--- src/rtl/halfSwapPkg.sv ---
package halfSwapPkg;

  typedef enum logic [2:0] {
    ST_IDLE,
    ST_LOAD_LO,
    ST_FETCH_HI,
    ST_STORE_LO,
    ST_STORE_HI,
    ST_FIN
  } swapState_e;

  // Strobes from control to datapath, valid in the current cycle
  typedef struct packed {
    logic latch;      // capture a new command
    logic memEn;      // RAM access this cycle
    logic memWe;      // access is a write
    logic upperHalf;  // address the 64..127 half of the block
    logic fromHold;   // write data comes from the holding buffer
    logic markDirty;  // last write of the page
  } swapStrobes_t;

endpackage

--- src/rtl/swapControl.sv ---
module swapControl
  import halfSwapPkg::*;
#(
  parameter int BLOCKS     = 32,
  parameter int HALF_WORDS = 16,
  localparam int BLK_W     = $clog2(BLOCKS),
  localparam int WORD_W    = $clog2(HALF_WORDS)
) (
  input  logic              clk,
  input  logic              rstN,
  input  logic              start,
  input  logic              savedFlag,
  input  logic              newPhysBit,
  output logic              busy,
  output logic              done,
  output swapStrobes_t      strobes,
  output logic [BLK_W-1:0]  blkIdx,
  output logic [WORD_W-1:0] wordIdx,
  output logic              capValid,
  output logic [WORD_W-1:0] capIdx
);

  swapState_e state;
  logic lastWord, lastBlk;

  assign lastWord = (wordIdx == WORD_W'(HALF_WORDS - 1));
  assign lastBlk  = (blkIdx == BLK_W'(BLOCKS - 1));

  always_ff @(posedge clk) begin
    if (!rstN) begin
      state    <= ST_IDLE;
      wordIdx  <= '0;
      blkIdx   <= '0;
      capValid <= 1'b0;
      capIdx   <= '0;
    end else begin
      // read data of a lower-half load lands one cycle later
      capValid <= (state == ST_LOAD_LO);
      capIdx   <= wordIdx;
      case (state)
        ST_IDLE: begin
          if (start) begin
            wordIdx <= '0;
            blkIdx  <= '0;
            state   <= (savedFlag != newPhysBit) ? ST_LOAD_LO : ST_FIN;
          end
        end
        ST_LOAD_LO: begin
          if (lastWord) begin
            wordIdx <= '0;
            state   <= ST_FETCH_HI;
          end else begin
            wordIdx <= wordIdx + 1'b1;
          end
        end
        ST_FETCH_HI: state <= ST_STORE_LO;
        ST_STORE_LO: begin
          if (lastWord) begin
            wordIdx <= '0;
            state   <= ST_STORE_HI;
          end else begin
            wordIdx <= wordIdx + 1'b1;
            state   <= ST_FETCH_HI;
          end
        end
        ST_STORE_HI: begin
          if (lastWord) begin
            wordIdx <= '0;
            if (lastBlk) begin
              state <= ST_FIN;
            end else begin
              blkIdx <= blkIdx + 1'b1;
              state  <= ST_LOAD_LO;
            end
          end else begin
            wordIdx <= wordIdx + 1'b1;
          end
        end
        ST_FIN:  state <= ST_IDLE;
        default: state <= ST_IDLE;
      endcase
    end
  end

  always_comb begin
    strobes.latch     = (state == ST_IDLE) && start;
    strobes.memEn     = (state == ST_LOAD_LO) || (state == ST_FETCH_HI) ||
                        (state == ST_STORE_LO) || (state == ST_STORE_HI);
    strobes.memWe     = (state == ST_STORE_LO) || (state == ST_STORE_HI);
    strobes.upperHalf = (state == ST_FETCH_HI) || (state == ST_STORE_HI);
    strobes.fromHold  = (state == ST_STORE_HI);
    strobes.markDirty = (state == ST_STORE_HI) && lastWord && lastBlk;
  end

  assign busy = (state != ST_IDLE);
  assign done = (state == ST_FIN);

endmodule

--- src/rtl/swapDatapath.sv ---
module swapDatapath
  import halfSwapPkg::*;
#(
  parameter int ADDR_W     = 32,
  parameter int DATA_W     = 32,
  parameter int PAGE_SHIFT = 12,
  parameter int HALF_WORDS = 16,
  parameter int BLOCKS     = 32,
  localparam int BLK_W     = $clog2(BLOCKS),
  localparam int WORD_W    = $clog2(HALF_WORDS),
  localparam int BYTE_SH   = $clog2(DATA_W / 8),
  localparam int PAGE_W    = ADDR_W - PAGE_SHIFT
) (
  input  logic              clk,
  input  logic              rstN,
  input  swapStrobes_t      strobes,
  input  logic [BLK_W-1:0]  blkIdx,
  input  logic [WORD_W-1:0] wordIdx,
  input  logic              capValid,
  input  logic [WORD_W-1:0] capIdx,
  input  logic [PAGE_W-1:0] pageNum,
  input  logic [DATA_W-1:0] memRdata,
  output logic              memEn,
  output logic              memWe,
  output logic [ADDR_W-1:0] memAddr,
  output logic [DATA_W-1:0] memWdata,
  output logic              pageDirty
);

  logic [PAGE_W-1:0] pageReg;
  logic [DATA_W-1:0] holdBuf [HALF_WORDS];

  always_ff @(posedge clk) begin
    if (!rstN) begin
      pageReg   <= '0;
      pageDirty <= 1'b0;
    end else if (strobes.latch) begin
      pageReg   <= pageNum;
      pageDirty <= 1'b0;
    end else if (strobes.markDirty) begin
      pageDirty <= 1'b1;
    end
  end

  // one holding register per lower-half word
  for (genvar i = 0; i < HALF_WORDS; i++) begin : g_hold
    always_ff @(posedge clk) begin
      if (capValid && (capIdx == WORD_W'(i))) holdBuf[i] <= memRdata;
    end
  end

  assign memEn    = strobes.memEn;
  assign memWe    = strobes.memWe;
  assign memAddr  = {pageReg, blkIdx, strobes.upperHalf, wordIdx, {BYTE_SH{1'b0}}};
  assign memWdata = strobes.fromHold ? holdBuf[wordIdx] : memRdata;

endmodule

--- src/rtl/pageHalfSwapper.sv ---
module pageHalfSwapper
  import halfSwapPkg::*;
#(
  parameter int PAGE_BYTES  = 4096,
  parameter int BLOCK_BYTES = 128,
  parameter int ADDR_W      = 32,
  parameter int FLAG_BIT    = 17,
  localparam int DATA_W     = 32,
  localparam int WORD_BYTES = DATA_W / 8,
  localparam int HALF_WORDS = BLOCK_BYTES / 2 / WORD_BYTES,
  localparam int BLOCKS     = PAGE_BYTES / BLOCK_BYTES,
  localparam int PAGE_SHIFT = $clog2(PAGE_BYTES),
  localparam int BLK_W      = $clog2(BLOCKS),
  localparam int WORD_W     = $clog2(HALF_WORDS)
) (
  input  logic              clk,
  input  logic              rstN,
  input  logic              start,
  input  logic [ADDR_W-1:0] pageBase,
  input  logic              savedFlag,
  input  logic [ADDR_W-1:0] newPhys,
  output logic              busy,
  output logic              done,
  output logic              pageDirty,
  output logic              memEn,
  output logic              memWe,
  output logic [ADDR_W-1:0] memAddr,
  output logic [DATA_W-1:0] memWdata,
  input  logic [DATA_W-1:0] memRdata
);

  swapStrobes_t      strobes;
  logic [BLK_W-1:0]  blkIdx;
  logic [WORD_W-1:0] wordIdx;
  logic              capValid;
  logic [WORD_W-1:0] capIdx;
  logic              unusedIgnored;

  // offset bits of the base and the remaining address bits play no part
  assign unusedIgnored = ^{pageBase[PAGE_SHIFT-1:0], newPhys};

  swapControl #(
    .BLOCKS(BLOCKS), .HALF_WORDS(HALF_WORDS)
  ) u_ctrl (
    .clk(clk), .rstN(rstN), .start(start), .savedFlag(savedFlag),
    .newPhysBit(newPhys[FLAG_BIT]), .busy(busy), .done(done),
    .strobes(strobes), .blkIdx(blkIdx), .wordIdx(wordIdx),
    .capValid(capValid), .capIdx(capIdx)
  );

  swapDatapath #(
    .ADDR_W(ADDR_W), .DATA_W(DATA_W), .PAGE_SHIFT(PAGE_SHIFT),
    .HALF_WORDS(HALF_WORDS), .BLOCKS(BLOCKS)
  ) u_data (
    .clk(clk), .rstN(rstN), .strobes(strobes), .blkIdx(blkIdx),
    .wordIdx(wordIdx), .capValid(capValid), .capIdx(capIdx),
    .pageNum(pageBase[ADDR_W-1:PAGE_SHIFT]), .memRdata(memRdata),
    .memEn(memEn), .memWe(memWe), .memAddr(memAddr),
    .memWdata(memWdata), .pageDirty(pageDirty)
  );

endmodule

--- config.mk ---
export PLATFORM = sky130hd
export DESIGN_NAME = pageHalfSwapper
export DESIGN_NICKNAME = d
export VERILOG_FILES = /design/src/rtl/halfSwapPkg.sv /design/src/rtl/swapControl.sv /design/src/rtl/swapDatapath.sv /design/src/rtl/pageHalfSwapper.sv
export SDC_FILE = /design/constraint.sdc
export NUM_CORES = 1
export LEC_CHECK = 0
export ABC_CLOCK_PERIOD_IN_PS = 5000
export BUFFER_PORTS_ARGS = -buffer_cell sky130_fd_sc_hd__buf_2
export CAP_MARGIN = 5
export CELL_PAD_IN_SITES_DETAIL_PLACEMENT = 0
export CELL_PAD_IN_SITES_GLOBAL_PLACEMENT = 1
export CORE_UTILIZATION = 40
export DETAILED_ROUTE_END_ITERATION = 7
export GPL_ROUTABILITY_DRIVEN = 1
export GPL_TIMING_DRIVEN = 0
export PLACE_DENSITY_LB_ADDON = 0.25
export SLEW_MARGIN = 20
export SYNTH_ARGS = -nofsm -noshare
export SYNTH_HDL_FRONTEND = slang
export SYNTH_SLANG_ARGS = --single-unit
--- constraint.sdc ---
create_clock -name clk -period 5 [get_ports clk]
set_input_delay 0.75 -clock clk [delete_from_list [all_inputs] [get_ports clk]]
set_output_delay 0.75 -clock clk [all_outputs]
set_load 0.01 [all_outputs]
Word-level counts from Yosys, hierarchy flattened
Memories as Yosys holds them, arrays and structs flattened. A register that Yosys moved wholly into a read port is not among the register bits.
Cells that the tools add are included.
W data, S select, Z words.
{"block": "word_totals", "out_inout_bits": 69, "ff_bits": 38, "memories": 1, "ramBits": 512}
{"memory": "u_data.holdBuf", "depth": 16, "word_bits": 32, "rd": 1, "rd_ports_with_merged_regs": 1, "write_ports": 1, "line": "swapDatapath.sv:31", "text": "logic [DATA_W-1:0] holdBuf [HALF_WORDS];"}
{"block": "classes", "addsub": 2, "n_reduce_logical": 49, "eq_ne": 27, "muxes": 94, "bitwise_logic": 1}
{"op": "$mux W32", "n": 16}
{"op": "$reduce_or A32 Y1", "n": 15}
{"op": "$mux W4", "n": 19}
{"op": "$mux W1", "n": 47}
{"op": "$eq A4 B4 Y1 const B", "n": 9}
{"op": "$logic_and A1 B1 Y1", "n": 19}
{"op": "$mux W3", "n": 6}
{"op": "$eq A4 B3 Y1 const B", "n": 4}
{"op": "$mux W5", "n": 3}
{"op": "$pmux W3 S5", "n": 1}
{"op": "$pmux W5 S2", "n": 1}
{"op": "$eq A4 B2 Y1 const B", "n": 2}
{"op": "$pmux W4 S2", "n": 1}
{"op": "$eq A3 B2 Y1 const B", "n": 2}
{"op": "$eq A3 B3 Y1 const B", "n": 2}
{"op": "$ne A2 B2 Y1 const B", "n": 3}
{"op": "$add A5 B1 Y5 const B", "n": 1}
{"op": "$eq A5 B5 Y1 const B", "n": 1}
{"op": "$logic_or A1 B1 Y1", "n": 5}
{"op": "$add A4 B1 Y4 const B", "n": 1}
{"op": "$eq A4 B1 Y1 const B", "n": 1}
{"op": "$logic_not A4 Y1", "n": 1}
{"op": "$reduce_and A4 Y1", "n": 1}
{"op": "$reduce_bool A2 Y1", "n": 2}
{"op": "10 further kinds", "n": 10}

Longest topological paths before layout
Gate-level depths: netlist of the first run.
{"block": "logic_depth", "word_depth": 20, "depth_mapped": 8}

Cells and area by module
Synthesis of the first run repeated with hierarchy kept, for this count alone.
{"block": "unflattened", "cells_unflattened": 1033, "hier_area_um2": 21803.4}
{"module": "swapDatapath", "n_inst": 1, "cells_per_inst": 927, "seq_area_each_um2": 15795.1, "area_per_inst_um2": 20877.5}
{"module": "swapControl", "n_inst": 1, "cells_per_inst": 106, "seq_area_each_um2": 340.3, "area_per_inst_um2": 925.9}

Least setup slack after synthesis of the first run
No wires, ideal clock.
{"block": "synth_path", "path_type": "flip-flop to flip-flop", "from": "register u_ctrl.capValid", "to": "memory u_data.holdBuf[0][0] (enable)", "synth_period_minus_slack_ps": 3504, "stages_incl_launch_ff": 3, "setup_ps": 461, "required_ps": 4539, "slack_ps": 1496, "arrival_ps": 3043, "cell_sequence": "dfxtp_1 > or3b_2 > nor3_1"}
{"block": "synth_via", "elab_chain_cells": 19}
{"element": "from (decl)", "line": "swapControl.sv:19", "text": "output logic capValid,"}
{"element": "from (signal assigned)", "line": "swapControl.sv:38", "text": "capValid <= (state == ST_LOAD_LO);"}
{"element": "$logic_and A1 B1 Y1", "line": "swapDatapath.sv:48", "text": "if (capValid && (capIdx == WORD_W'(i))) holdBuf[i] <= memRdata;"}
{"element": "$mux W1", "line": "swapDatapath.sv:48"}
{"element": "$mux W1 (implied by the code)", "line": "swapDatapath.sv:48"}
{"element": "$reduce_or A32 Y1 (no source line)"}
{"element": "$mux W4 (no source line) / $mux W1 (equally long branches) (15 in a row)"}
{"element": "to (decl)", "line": "swapDatapath.sv:31"}
Parallel ways exist; a longest one is shown, timed or not.

==> reports/qor.csv, run 1 <==
stage,metric,value,unit
outcome,status,completed,
yosys,Compound-Gate Fraction of Synth Area,3.08,%
floorplanning,io pins,169,
yosys,cell area after synthesis,0.0218,mm²
detailed_routing,Vias,11702,
clock_network,clock sinks,554,
place,IO Port Bufs,123,
sta,setup violators final,0,
clock_network,CTS buffer count,57,
sta,Final Max Slew Viols,0,
worst_setup_path,data required time at the worst endpoint,4.25,ns
yosys,dominant synthesized flop cell,edfxtp_1,
clock_network,"CTS clk-pin slew, worst paths",0.06,ns
sta,Worst Tran Pin Value,1.02,ns
layout,Final Core Density,48.3,%
power_and_ir_drop,Lkg Pwr,8.41,nW
yosys,simple-gate share of the synthesized area,5.01,%
sta,Final min period,4.27,ns
clock_network,cts hold-fix bufs,0,
clock_network,Root Buffer,clkbuf_16,
yosys,Yosys top cell by area,edfxtp_1,
sta,Worst Slack Setup Final,0.731,ns
power_and_ir_drop,P per Cell Area,375,mW/mm²
yosys,Synth cell types,47,
layout,footprint of the multi-input gates,0.00531,mm²
min_path,Hold Crit Class,in2reg,
yosys,YS warnings,0,
yosys,sequential-to-total area share from yosys stat,74.4,%
worst_setup_path,critical path capture point type,primary output,
detailed_routing,Vias/cell,5.43,
worst_setup_path,crit path kind,reg2out,
yosys,Syn Area/Cell,18.4,µm²
clock_network,postcts setup bufs,0,
clock_network,CTS tree,built,
global_route,GRT Total Usage,20.0,%
floorplanning,die footprint,0.0555,mm²
yosys,number of synthesized flops with an enable pin,512,
place,gpl congestion,0.759,
clock_network,clk_lat worst skew,0.61,ns
sta,setup TNS,0,ns
floorplanning,Die W,235,µm
global_route,initial antenna violation count,1,
worst_setup_path,CP Max Fanout,10,
layout,# nets final,1519,
yosys,Yosys top cell area share,70.5,%
yosys,Synth area leaders,"edfxtp_1 71%, mux4_1 6.5%, mux4_2 4.2%",
place,pre-CTS WS,1.31,ns
floorplanning,core area,0.0538,mm²
sta,Final Hold Vio Count,0,
yosys,largest family of logic cells by synthesized area,multiplexers,
worst_setup_path,Critical Path Start Type,register,
yosys,Synth Area in Adders,0.172,%
yosys,Post-Syn Instances,1187,
detailed_routing,Pre-antenna DRT Iters,5,
yosys,Synth Register Bits,554,
layout,FF+latch area,0.0162,mm²
power_and_ir_drop,VDD IR-drop max,0.274,mV
layout,share of cells above drive strength 1,25.7,%
worst_setup_path,crit path DAT,3.52,ns
global_route,largest net degree at the start of global routing,19,
floorplanning,Initial Util,40.5,%
layout,Fillers,4534,
clock_network,post_cts resized,0,
sta,Worst Skew,0.0173,ns
sta,final worst path period share,85.4,%
floorplanning,std cell rows,85,
detailed_routing,initial detailed-routing violation count,1242,
yosys,Synth Area in XOR/XNOR,0.161,%
detailed_routing,Post-Route WL,55000,µm
global_route,grt ovf,0,
yosys,post-synthesis mux area share,15.4,%
detailed_routing,DRC viols,0,
sta,relative slew slack,31.7,%
clock_network,Max Buffers Root-to-Sink,3,
clock_network,H-tree depth,2,
sta,Max Fclk,234,MHz
sta,RSZ-0062 raised after global routing,no,
place,HPWL after DPL,35900,µm
layout,ant diodes,0,
global_route,vias in the first global route,11944,
global_route,first-pass GRT wire length,79700,µm
job,Max Cap Viol,0,
detailed_routing,Avg WL per Cell,25.5,µm
floorplanning,Die H,235,µm
yosys,"FFs w/ async S/R, synth",0,%
detailed_routing,DRT antenna net count,0,
layout,synthesis-to-finish area growth,19.1,%
-- cells in the final DEF, fill, tap and decap left out, types with 3 or more instances in the layout --
cell type and count:
a21oi_1 30, a22oi_1 32, a31oi_1 4, and2_1 5
and3_1 3, buf_1 6, buf_16 21, buf_2 135
buf_4 31, buf_6 12, clkbuf_1 47, clkbuf_16 59
clkinv_1 10, clkinv_2 13, clkinvlp_4 3, dfxtp_1 42
edfxtp_1 512, ha_1 3, mux2_2 31, mux2i_1 66
mux4_1 54, mux4_2 41, nand2_1 112, nand2b_1 4
nand3_1 39, nand3b_1 5, nand4_1 4, nor2_1 43
nor2_4 12, nor2b_1 3, nor3_1 4, nor3_2 4
o21ai_0 5, o21ai_1 31
-- critical path: stages, from the launching register on --
cell and delay, ns:
dfxtp_1 0.30, buf_2 0.20, buf_2 0.39, buf_1 0.64, clkbuf_1 0.77, nor2_1 0.11, o21ai_1 0.31, buf_2 0.19
-- metal layers --
| layer | up-vias | GRT usage [%] | part of all wire (%) |
|---|---|---|---|
| met4 | 2 | 4.50 | 1.6 |
| met2 | 298 | 33.6 | 50 |
| met3 | 67 | 3.25 | 5.0 |
| met5 | - | 0 | 0.024 |
| li1 | 5213 | - | - |
| met1 | 6122 | 27.5 | 43 |
-- cell families (layout without fill, tap and decap cells) --
| family | after synthesis | in the layout |
|---|---|---|
| AOI/OAI and AO/OA | 111 | 111 |
| xor gates and xnor gates | 4 | 4 |
| muxes | 192 | 192 |
| DFF | 554 | 554 |
| and+or+nand+nor | 248 | 248 |
| adders and majority gates | 3 | 3 |
| buffers and inverters | 74 | 347 |
| other | 1 | 2 |
-- stage by stage --
stage	std cells	hold slack, ns	cell area [µm²]	power [W]
floorplan	1188	0.481	21800	0.00555
global placement	2007	0.440	23300	0.00581
detailed placement	2053	0.447	24200	0.00583
CTS	2157	0.350	26000	0.00982
global route	2157	0.366	26000	0.0100
finish	2157	0.383	26000	0.00974
-- Yosys cell counts (3+ instances only) --
library cell / n
buf_1: 6
and3_1: 3
o21ai_0: 5
nand2b_1: 4
nand2_1: 112
ha_1: 3
buf_2: 12
mux4_2: 41
buf_4: 12
o21ai_1: 31
nand4_1: 4
nor3_1: 8
nor2_1: 55
a22oi_1: 32
mux2i_1: 66
and2_1: 5
a31oi_1: 4
buf_6: 8
nand3_1: 39
mux2_2: 31
a21oi_1: 30
clkbuf_1: 34
mux4_1: 54
edfxtp_1: 512
nor2b_1: 3
nand3b_1: 5
dfxtp_1: 42
-- sequential cells by signal, indices dropped and copies added (netlist names), named ones only --
| name | count |
|---|---|
| u_ctrl.blkIdx | 5 |
| u_ctrl.capIdx | 4 |
| u_ctrl.state | 3 |
| u_data.pageReg | 20 |
| u_ctrl.capValid | 1 |
| u_data.holdBuf | 512 |
| u_ctrl.wordIdx | 4 |
| u_data.pageDirty | 1 |
-- final timing paths --
check	startpoint	end	slack [ns]	depth (start not counted)
min reg2reg	u_data.pageReg[12]	u_data.pageReg[12]	0.45	2
max reg2reg	u_ctrl.capValid	u_data.holdBuf[0][12]	2.72	4
min	pageBase[28]	u_data.pageReg[16]	0.38	3
max	register	memWdata[11]	0.73	7
-- report_power, final --
group | switching, W | leakage [nW] | total (W) | internal [W]
Combinational | 0.000382 | 2.60 | 0.000618 | 0.000236
Sequential | 0.0000150 | 4.95 | 0.00511 | 0.00509
Clock | 0.00173 | 0.863 | 0.00402 | 0.00228
-- final cells by class --
type	instances	area share [%]
Inverter	2	0.0289
Buffer	72	1.50
Tap cell	696	3.35
Multi-Input combinational cell	560	20.4
Sequential cell	554	62.4
Timing Repair Buffer	169	5.47
Clock inverter	30	0.809
Clock buffer	74	5.98
No activity file was read; power rests on OpenSTA's default activity.
==> run 2: changes to the inputs <==
--- a/config.mk
+++ b/config.mk
@@ -14,7 +14,7 @@
 export DETAILED_ROUTE_END_ITERATION = 7
 export GPL_ROUTABILITY_DRIVEN = 1
 export GPL_TIMING_DRIVEN = 0
-export PLACE_DENSITY_LB_ADDON = 0.25
+export PLACE_DENSITY = 0.62
 export SLEW_MARGIN = 20
 export SYNTH_ARGS = -nofsm -noshare
 export SYNTH_HDL_FRONTEND = slang
==> run 2 against run 1 <==
Non-clock buffer count shrank 2. Sequential share of layout area grew 0.33 points. Sequential cell count is the same. Global-route usage grew 0.31 points. Critical endpoint is now memWdata[18]. Critical path depth is the same. Worst hold slack lost 0.0026 ns. First-iteration DRC count shrank 14%. Routed wire length grew 1.9%.
==> reports/qor.csv, run 2 (synthesis results as in run 1) <==
stage,metric,value,unit,change
place,HPWL after DPL,36500,µm,was 35900 µm
layout,synthesis-to-finish area growth,18.5,%,was 19.1%
floorplanning,std cell rows,85,,unchanged
sta,Worst Skew,0.0124,ns,was 0.0173 ns
clock_network,clk_lat worst skew,0.61,ns,about the same
worst_setup_path,R2R Setup Slk,2.71,ns,was 2.72 ns
worst_setup_path,R2R cell count,4,,unchanged
detailed_routing,Pre-antenna DRT Iters,5,,unchanged
clock_network,H-tree depth,2,,unchanged
worst_setup_path,R2R Path Start,u_ctrl.capValid,,unchanged
sta,relative slew slack,25.3,%,was 31.7%
detailed_routing,DRC viols,0,,unchanged
clock_network,CTS tree,built,,unchanged
sta,RSZ-0062 raised after global routing,no,,unchanged
detailed_routing,Vias/cell,5.44,,was 5.43
clock_network,clock sinks,554,,unchanged
floorplanning,Die H,235,µm,unchanged
global_route,vias in the first global route,11880,,was 11944
place,IO Port Bufs,123,,unchanged
power_and_ir_drop,sw frac,21.8,%,was 21.9%
power_and_ir_drop,Lkg Pwr,8.34,nW,was 8.41 nW
outcome,status,completed,,unchanged
sta,Max Fclk,240,MHz,was 234 MHz
floorplanning,Initial Util,40.5,%,unchanged
sta,Final Max Slew Viols,0,,unchanged
layout,most frequent cells in the layout,"512 x edfxtp_1, 135 x buf_2, 112 x nand2_1",,unchanged
clock_network,"CTS clk-pin slew, worst paths",0.06,ns,about the same
global_route,GRT Total Usage,20.3,%,was 20.0%
sta,setup violators final,0,,unchanged
layout,Regs by FF count,"u_data.holdBuf x512, u_data.pageReg x20, u_ctrl.blkIdx x5",,unchanged
worst_setup_path,data required time at the worst endpoint,4.25,ns,about the same
power_and_ir_drop,internal power,0.00752,W,was 0.00761 W
place,pre-CTS WS,1.37,ns,was 1.31 ns
job,Max Cap Viol,0,,unchanged
layout,# nets final,1517,,was 1519
detailed_routing,Post-Route WL,56100,µm,was 55000 µm
worst_setup_path,crit path DAT,3.42,ns,was 3.52 ns
sta,Worst Slack Setup Final,0.828,ns,was 0.731 ns
clock_network,Max Buffers Root-to-Sink,3,,unchanged
global_route,first-pass GRT wire length,80900,µm,was 79700 µm
detailed_routing,Avg WL per Cell,26.1,µm,was 25.5 µm
layout,largest reg by FF count,u_data.holdBuf,,unchanged
place,placed insts,2051,,was 2053
global_route,grt ovf,0,,unchanged
worst_setup_path,crit path to,memWdata[18],,was memWdata[11]
floorplanning,Die W,235,µm,unchanged
layout,"commonest non-fill, non-tap cell in the layout",edfxtp_1,,unchanged
floorplanning,core area,0.0538,mm²,unchanged
detailed_routing,Vias,11680,,was 11702
detailed_routing,DRT antenna net count,0,,unchanged
worst_setup_path,CP Max Fanout,10,,unchanged
power_and_ir_drop,switching power,0.00210,W,was 0.00213 W
sta,Final Hold Vio Count,0,,unchanged
layout,number of flip-flops in the largest register,512,,unchanged
detailed_routing,initial detailed-routing violation count,1068,,was 1242
clock_network,CTS buffer count,57,,unchanged
clock_network,post_cts resized,0,,unchanged
global_route,initial antenna violation count,3,,was 1
floorplanning,die footprint,0.0555,mm²,unchanged
layout,Finished Layout Cells,2149,,was 2157
worst_setup_path,Critical Path Start Type,register,,unchanged
clock_network,postcts setup bufs,0,,unchanged
place,gpl congestion,0.752,,was 0.759
power_and_ir_drop,Logic pwr share,6.4,%,was 6.3%
layout,share of cells above drive strength 1,25.2,%,was 25.7%
power_and_ir_drop,clock power share,40.5,%,was 41.2%
worst_setup_path,crit path kind,reg2out,,unchanged
sta,Final min period,4.17,ns,was 4.27 ns
power_and_ir_drop,P per Cell Area,372,mW/mm²,was 375 mW/mm²
min_path,Hold Crit Class,in2reg,,unchanged
floorplanning,io pins,169,,unchanged
worst_setup_path,critical path capture point type,primary output,,unchanged
sta,Worst Tran Pin Value,1.12,ns,was 1.02 ns
sta,final worst path period share,83.4,%,was 85.4%
power_and_ir_drop,VDD IR-drop max,0.277,mV,was 0.274 mV
power_and_ir_drop,sequential power share,53.1,%,was 52.4%
clock_network,Root Buffer,clkbuf_16,,unchanged
clock_network,cts hold-fix bufs,0,,unchanged
worst_setup_path,Reg2Reg Capture Point,u_data.holdBuf[12][17],,was u_data.holdBuf[0][12]
global_route,largest net degree at the start of global routing,18,,was 19
==> run 2: cell count changes in the layout (fill, tap and decap cells not counted), moves of 2 or more <==
| cell | before | now |
|---|---|---|
| buf_6 | 12 | 14 |
| buf_16 | 21 | 16 |
| buf_4 | 31 | 28 |
| buf_12 | 2 | 6 |
| clkinv_2 | 13 | 9 |
| clkbuf_1 | 47 | 51 |
| clkinv_1 | 10 | 6 |
==> run 2: worst min path at each step <==
stage / start / end / depth (start not counted)
after floorplan: u_data.pageReg[0] / u_data.pageReg[0] / 2
after global placement: u_data.pageReg[9] / u_data.pageReg[9] / 2
after detailed placement: u_data.pageReg[9] / u_data.pageReg[9] / 2
after CTS: pageBase[21] / u_data.pageReg[9] / 3
after global routing: pageBase[13] / u_data.pageReg[1] / 3
final: pageBase[20] / u_data.pageReg[8] / 3
==> run 2: stage by stage <==
stage / hold slack, ns / instance area (µm²) / power, W / TNS, ns / util [%]
3_5_place_dp: 0.443 / 24200 / 0.00583 / 0 / 44.9
5_1_grt: 0.368 / 25800 / 0.00993 / 0 / 48.0
2_1_floorplan: 0.481 / 21800 / 0.00555 / 0 / -
6_report: 0.380 / 25800 / 0.00962 / 0 / 48.0
3_3_place_gp: 0.440 / 23300 / 0.00582 / -228.62 / 43.3
4_1_cts: 0.356 / 25800 / 0.00972 / 0 / 48.0
==> run 2: power groups by stage <==
stage	sequential (W)	combinational (W)	clock [W]
after detailed placement	0.00520	0.000629	0
after CTS	0.00511	0.000631	0.00398
final	0.00511	0.000620	0.00390
after floorplan	0.00521	0.000342	0
after global placement	0.00521	0.000611	0
after global routing	0.00511	0.000673	0.00415
==> run 2: critical path, stage by stage (launching register included) <==
cell and delay, ns:
dfxtp_1 0.30, buf_2 0.20, buf_2 0.36, buf_1 0.58, clkbuf_1 0.77, nor2_1 0.16, o21ai_1 0.27, buf_2 0.18
==> run 2: cell type report <==
cell class | instances | area (µm²)
well taps | 696 | 871
inverters | 2 | 7.51
plain buffers | 72 | 390
fillers | 4591 | 28000
clock inverters | 20 | 138
flip-flops and latches | 554 | 16200
clock buffers | 77 | 1540
repair buffers | 167 | 1360
multi-input cells | 560 | 5310
diodes | 1 | 2.50
==> run 2: metal layers <==
metal	global-route usage (%)	vias up	share of wire, %
met3	3.21	82	5.2
met2	33.1	321	48
met5	0	-	0.075
li1	-	5208	-
met1	28.7	6063	44
met4	5.09	6	2.0
